File: config.mk
export PLATFORM = sky130hd
export DESIGN_NAME = temp_alert_ctrl
export DESIGN_NICKNAME = d
export VERILOG_FILES = /design/src/rtl/temp_alert_pkg.sv /design/src/rtl/fault_counter.sv /design/src/rtl/alert_fsm.sv /design/src/rtl/temp_alert_ctrl.sv
export SDC_FILE = /design/constraint.sdc
export NUM_CORES = 1
export LEC_CHECK = 0
export ABC_CLOCK_PERIOD_IN_PS = 4700
export BUFFER_PORTS_ARGS = -buffer_cell sky130_fd_sc_hd__buf_2
export CORE_MARGIN = 10
export CORE_UTILIZATION = 52
export CTS_CLUSTER_DIAMETER = 100
export CTS_CLUSTER_SIZE = 20
export DETAILED_ROUTE_END_ITERATION = 16
export HOLD_SLACK_MARGIN = 0.12
export MAX_ROUTING_LAYER = met4
export PLACE_DENSITY = 0.88
export SYNTH_ARGS = -nofsm -noshare
export SYNTH_HDL_FRONTEND = slang
export SYNTH_SLANG_ARGS = --single-unit
File: constraint.sdc
create_clock -name clk -period 4.7 [get_ports clk]
set_clock_uncertainty 0.2 [all_clocks]
set_input_delay 0.47 -clock clk [delete_from_list [all_inputs] [get_ports clk]]
set_output_delay 0.47 -clock clk [all_outputs]
set_load 0.02 [all_outputs]
File: src/rtl/temp_alert_pkg.sv
package temp_alert_pkg;

    typedef enum logic [2:0] {
        ST_IDLE_HI = 3'd0,
        ST_CMP_ON  = 3'd1,
        ST_INT_HI  = 3'd2,
        ST_IDLE_LO = 3'd3,
        ST_INT_LO  = 3'd4
    } alert_st_e;

    localparam int DEPTH_W = 3;

    function automatic logic [DEPTH_W-1:0] fq_depth(input logic [1:0] code);
        logic [DEPTH_W-1:0] d;
        case (code)
            2'b00:   d = 3'd1;
            2'b01:   d = 3'd2;
            2'b10:   d = 3'd4;
            default: d = 3'd6;
        endcase
        return d;
    endfunction

endpackage

File: src/rtl/fault_counter.sv
module fault_counter #(
    parameter int CNT_W = 3
) (
    input  logic             clk,
    input  logic             rst_n,
    input  logic             clear,
    input  logic             sample,
    input  logic             cond,
    input  logic [CNT_W-1:0] need,
    output logic             hit
);

    logic [CNT_W-1:0] cnt_q;
    logic [CNT_W:0]   cnt_inc;

    always_comb begin
        cnt_inc = {1'b0, cnt_q} + 1'b1;
        hit     = sample && cond && !clear && (cnt_inc >= {1'b0, need});
    end

    always_ff @(posedge clk) begin
        if (!rst_n) begin
            cnt_q <= '0;
        end else if (clear) begin
            cnt_q <= '0;
        end else if (sample) begin
            if (!cond || hit) cnt_q <= '0;
            else              cnt_q <= cnt_inc[CNT_W-1:0];
        end
    end

    p_clear_zero_r9: assert property (@(posedge clk) disable iff (!rst_n)
        clear |=> (cnt_q == '0));

    p_miss_zero_r5: assert property (@(posedge clk) disable iff (!rst_n)
        (sample && !cond) |=> (cnt_q == '0));

    p_idle_stable_r5: assert property (@(posedge clk) disable iff (!rst_n)
        (!sample && !clear) |=> $stable(cnt_q));

endmodule

File: src/rtl/alert_fsm.sv
module alert_fsm
    import temp_alert_pkg::*;
(
    input  logic clk,
    input  logic rst_n,
    input  logic hit,
    input  logic irq_mode,
    input  logic reg_rd,
    input  logic shutdown,
    output logic watch_low,
    output logic hold_cnt,
    output logic alert_act
);

    alert_st_e state_q, state_d;

    always_comb begin
        state_d = state_q;
        if (shutdown) begin
            state_d = ST_IDLE_HI;
        end else begin
            unique case (state_q)
                ST_IDLE_HI: if (hit) state_d = irq_mode ? ST_INT_HI : ST_CMP_ON;
                ST_CMP_ON:  if (hit) state_d = ST_IDLE_HI;
                ST_INT_HI:  if (reg_rd) state_d = ST_IDLE_LO;
                ST_IDLE_LO: if (hit) state_d = ST_INT_LO;
                ST_INT_LO:  if (reg_rd) state_d = ST_IDLE_HI;
                default:    state_d = ST_IDLE_HI;
            endcase
        end
    end

    always_ff @(posedge clk) begin
        if (!rst_n) state_q <= ST_IDLE_HI;
        else        state_q <= state_d;
    end

    always_comb begin
        watch_low = 1'b0;
        hold_cnt  = 1'b0;
        alert_act = 1'b0;
        unique case (state_q)
            ST_IDLE_HI: ;
            ST_CMP_ON:  begin watch_low = 1'b1; alert_act = 1'b1; end
            ST_INT_HI:  begin hold_cnt = 1'b1;  alert_act = 1'b1; end
            ST_IDLE_LO: watch_low = 1'b1;
            ST_INT_LO:  begin hold_cnt = 1'b1;  alert_act = 1'b1; end
            default:    ;
        endcase
    end

    p_sd_home_r9: assert property (@(posedge clk) disable iff (!rst_n)
        shutdown |=> (state_q == ST_IDLE_HI));

    p_int_hold_r6: assert property (@(posedge clk) disable iff (!rst_n)
        ((state_q == ST_INT_HI || state_q == ST_INT_LO) && !reg_rd && !shutdown)
        |=> $stable(state_q));

    p_lo_via_read_r7: assert property (@(posedge clk) disable iff (!rst_n)
        (state_q == ST_IDLE_LO && $past(state_q) != ST_IDLE_LO)
        |-> ($past(reg_rd) && $past(state_q) == ST_INT_HI));

    p_rise_needs_hit_r2: assert property (@(posedge clk) disable iff (!rst_n)
        $rose(alert_act) |-> $past(hit));

endmodule

File: src/rtl/temp_alert_ctrl.sv
module temp_alert_ctrl
    import temp_alert_pkg::*;
#(
    parameter int TEMP_W = 12
) (
    input  logic              clk,
    input  logic              rst_n,
    input  logic              conv_done,
    input  logic [TEMP_W-1:0] temp_in,
    input  logic [TEMP_W-1:0] lim_hi,
    input  logic [TEMP_W-1:0] lim_lo,
    input  logic              irq_mode,
    input  logic              pol_high,
    input  logic [1:0]        fq_sel,
    input  logic              reg_rd,
    input  logic              shutdown,
    output logic              alert_pin
);

    localparam int CNT_W = DEPTH_W;

    logic             at_or_above_hi;
    logic             below_lo;
    logic             cond;
    logic             hit;
    logic             watch_low;
    logic             hold_cnt;
    logic             alert_act;
    logic [CNT_W-1:0] need;

    always_comb begin
        at_or_above_hi = $signed(temp_in) >= $signed(lim_hi);
        below_lo       = $signed(temp_in) <  $signed(lim_lo);
        cond           = watch_low ? below_lo : at_or_above_hi;
        need           = fq_depth(fq_sel);
    end

    fault_counter #(.CNT_W(CNT_W)) u_cnt (
        .clk    (clk),
        .rst_n  (rst_n),
        .clear  (shutdown || hold_cnt),
        .sample (conv_done),
        .cond   (cond),
        .need   (need),
        .hit    (hit)
    );

    alert_fsm u_fsm (
        .clk       (clk),
        .rst_n     (rst_n),
        .hit       (hit),
        .irq_mode  (irq_mode),
        .reg_rd    (reg_rd),
        .shutdown  (shutdown),
        .watch_low (watch_low),
        .hold_cnt  (hold_cnt),
        .alert_act (alert_act)
    );

    always_comb alert_pin = pol_high ? alert_act : !alert_act;

    p_pin_idle_after_sd_r10: assert property (@(posedge clk) disable iff (!rst_n)
        shutdown |=> (alert_pin == !pol_high));

endmodule

==> summary.md <==
| Metric | Value |
|---|---|
| Library cells used by synthesis | `40` |
| Yosys warnings | `0` |
| CTS H-tree lvls | `1` |
| Critical Path End Type | `flop` |
| Die Ht | `65.9 um` |
| Number of synthesized register bits | `6` |
| Worst VDD drop | `0.0645 mV` |
| Worst-margin pin slew | `between 0.4 and 0.5 ns` |
| Crit start category | `primary input` |
| Tmin final | `2.15 ns` |
| Initial DRC Count | `29` |
| Rows | `16` |
| Power density over the cells | `135 mW/mm^2` |
| GRT Total Usage | `0.145` |
| I/O Pins | `46` |
| Fill cell count | `163` |
| CP arrival | `2.14 ns` |
| Register area share after synthesis | `0.109` |
| Max_slew headroom | `0.712` |
| PnR Total Power | `~180 uW` |
| Nets | `266` |
| Gr ovfl total | `0` |
| DRT Pass-1 Iters | `4` |
| Number of CTS-inserted buffers | `3` |
| Synth Flop Type | `dfxtp_1` |
| Setup Fix Bufs, Post-CTS | `0` |
| Async S/R FF share, synth | `0` |
| Leakage power | `0.000772 uW` |
| Layout cells sized above 1 | `0.286` |
| Non-Filler Instances | `219` |
| Synthesized instance count | `between 100 and 150` |
| Clock Tree Root | `clkbuf_4` |
| Flop-to-flop setup slack | `~2.6 ns` |
| Clk Latency, worst-skew pair | `0.25 ns` |
| Via count | `between 1k and 1.5k` |
| Port bufs | `45` |
| RSZ-0062 raised after global routing | `false` |
| Num Clock Sinks | `6` |
| Status | `completed` |
| Post-DP HPWL | `2590 um` |
| First-pass GRT wire length | `5090 um` |
| TritonCTS clock tree | `built` |
| DR DRC count | `0` |
| Avg Cell Area, Syn | `roughly 7.6 sq um` |
| Startpoint of the worst hold path | `u_cnt.cnt_q[1]$_SDFFE_PP0P_` |
| Wire per inst | `13.0 um` |
| Placeable Area | `0.00198 sq mm` |
| Final wirelength | `~2900 um` |
| Syn-to-layout area delta | `25.2%` |
| Hold Crit Depth | `2` |
| Placed inst area | `0.00135 sq mm` |
| Syn Nets | `about 220` |
| Setup tns final | `0 ns` |
| Met2 Track Usage GR | `0.252` |
| Met3 Use GR | `0.0288` |
| ANT nets after route | `0` |
| Gpl congestion | `0.852` |
| Placed Instances | `approximately 220` |
| Grt peak-use layer | `met2` |
| Cts repair resizes | `0` |
| GR Util met1 | `0.156` |
| CTS Buffer Depth | `2` |
| Hold Path End | `u_cnt.cnt_q[1]$_SDFFE_PP0P_` |
| Fin util | `0.693` |
| Initial Util | `0.554` |
| Final setup violating endpoints | `0` |
| CP required | `4.69 ns` |
| Final Hold Vio Count | `0` |
| Path depth of the worst reg2reg path | `8` |
| Syn Std Cell Area | `roughly 0.0011 sq mm` |
| Clock slew at reported path FFs | `about 0.05 ns` |
| WS Path Type | `in2reg` |
| Max Cap Violations | `0` |
| Max Fclk | `0.465 GHz` |
| Commonest non-fill, non-tap cells in the layout | `buf_2, inv_1, ha_1` |
| Number of synthesized flops with an enable pin | `0` |
| Vias per cell | `5.31` |
| Post-route cell area | `between 0.001 and 0.0015 sq mm` |
| Die W | `65.9 um` |
| Most common cell after layout, fill and taps aside | `buf_2` |
| Vias in the first global route | `1263` |
| Largest net degree at the start of global routing | `9` |
| R2r startpoint | `u_cnt.cnt_q[0]$_SDFFE_PP0P_` |
| Total die area | `about 0.0043 sq mm` |
| Initial antenna violation count | `0` |
| Pins Over Slew Limit | `0` |
| ANT cells | `0` |
| Hold Crit Class | `reg2reg` |
| Post-CTS Hold Fix Bufs | `0` |
| Crit path max fanout | `6` |
| Critical R2R Capture | `u_fsm.state_q[1]$_SDFFE_PP0P_` |
| Tcrit/Tclk final | `0.457` |
critical path, cell delays in order:
cell and delay [ns]:
buf_2 0.12, ha_1 0.30, a21oi_1 0.13, o221ai_1 0.15, a311oi_1 0.34, o21ai_1 0.24
a41o_1 0.29, a21oi_2 0.09
flip-flops by register name, summed over array words and instances, names as in the netlist:
name,count
u_fsm.state_q,3
u_cnt.cnt_q,3
synth_stat cells, drive strengths merged, types with 2 or more instances:
library cell,count,share of area
nor3b,3,0.025
inv,29,0.099
nand2b,6,0.034
o21ai,7,0.032
nor2b,3,0.017
xor2,3,0.024
nand4,6,0.034
nor2,6,0.021
a211oi,2,0.023
nand3,2,0.0091
ha,27,0.31
nand2,8,0.027
a21oi,13,0.066
o211ai,2,0.014
dfxtp,6,0.11
and2,2,0.011
per-stage QoR:
| stage | setup WS, ns | hold slack (ns) |
|---|---|---|
| after CTS | 2.55 | 0.315 |
| after global placement | 2.34 | 0.286 |
| after floorplan | 2.49 | 0.262 |
| after detailed placement | 2.28 | 0.305 |
| final | 2.55 | 0.316 |
| after global routing | 2.42 | 0.327 |
final cells by class:
class / count / area [sq um] / share of cell area
multi-input cells: 108 / 860 / 0.626
flip-flops and latches: 6 / 120 / 0.0874
repair buffers: 45 / 225 / 0.164
inverters: 30 / 113 / 0.0820
clock buffers: 3 / 22.5 / 0.0164
well taps: 27 / 33.8 / 0.0246
cell families after synthesis:
logic type      share of synthesized area
xor+xnor                           0.0319
simple gates                        0.226
buf+inv                             0.107
mux                                0.0228
flops                               0.109
compound gates                      0.195
fa+ha+maj                           0.308
worst max path at each step:
stage / from / to / slack (ns) / cells after the start
CTS: temp_in[5] / u_fsm.state_q[0]$_SDFFE_PP0P_ / 2.55 / 8
finish: temp_in[2] / u_fsm.state_q[0]$_SDFFE_PP0P_ / 2.55 / 8
global placement: temp_in[5] / u_fsm.state_q[0]$_SDFFE_PP0P_ / 2.34 / 8
detailed placement: temp_in[5] / u_fsm.state_q[0]$_SDFFE_PP0P_ / 2.28 / 8
global route: temp_in[2] / u_fsm.state_q[0]$_SDFFE_PP0P_ / 2.42 / 8
floorplan: lim_lo[5] / u_fsm.state_q[0]$_SDFFE_PP0P_ / 2.49 / 8
where the power goes:
part	switching, uW	leakage (uW)	internal, uW
sequential	1.08	0.0000484	51.7
clock	20.1	0.0000138	29.0
combinational	42.5	0.000709	40.5
metal layers:
metal	share of wire	up-vias
met3	0.053	2
met1	0.42	525
li1	-	607
met4	0.0049	0
met2	0.52	29
met5	0	-
Power figures use the tool's default switching activity.
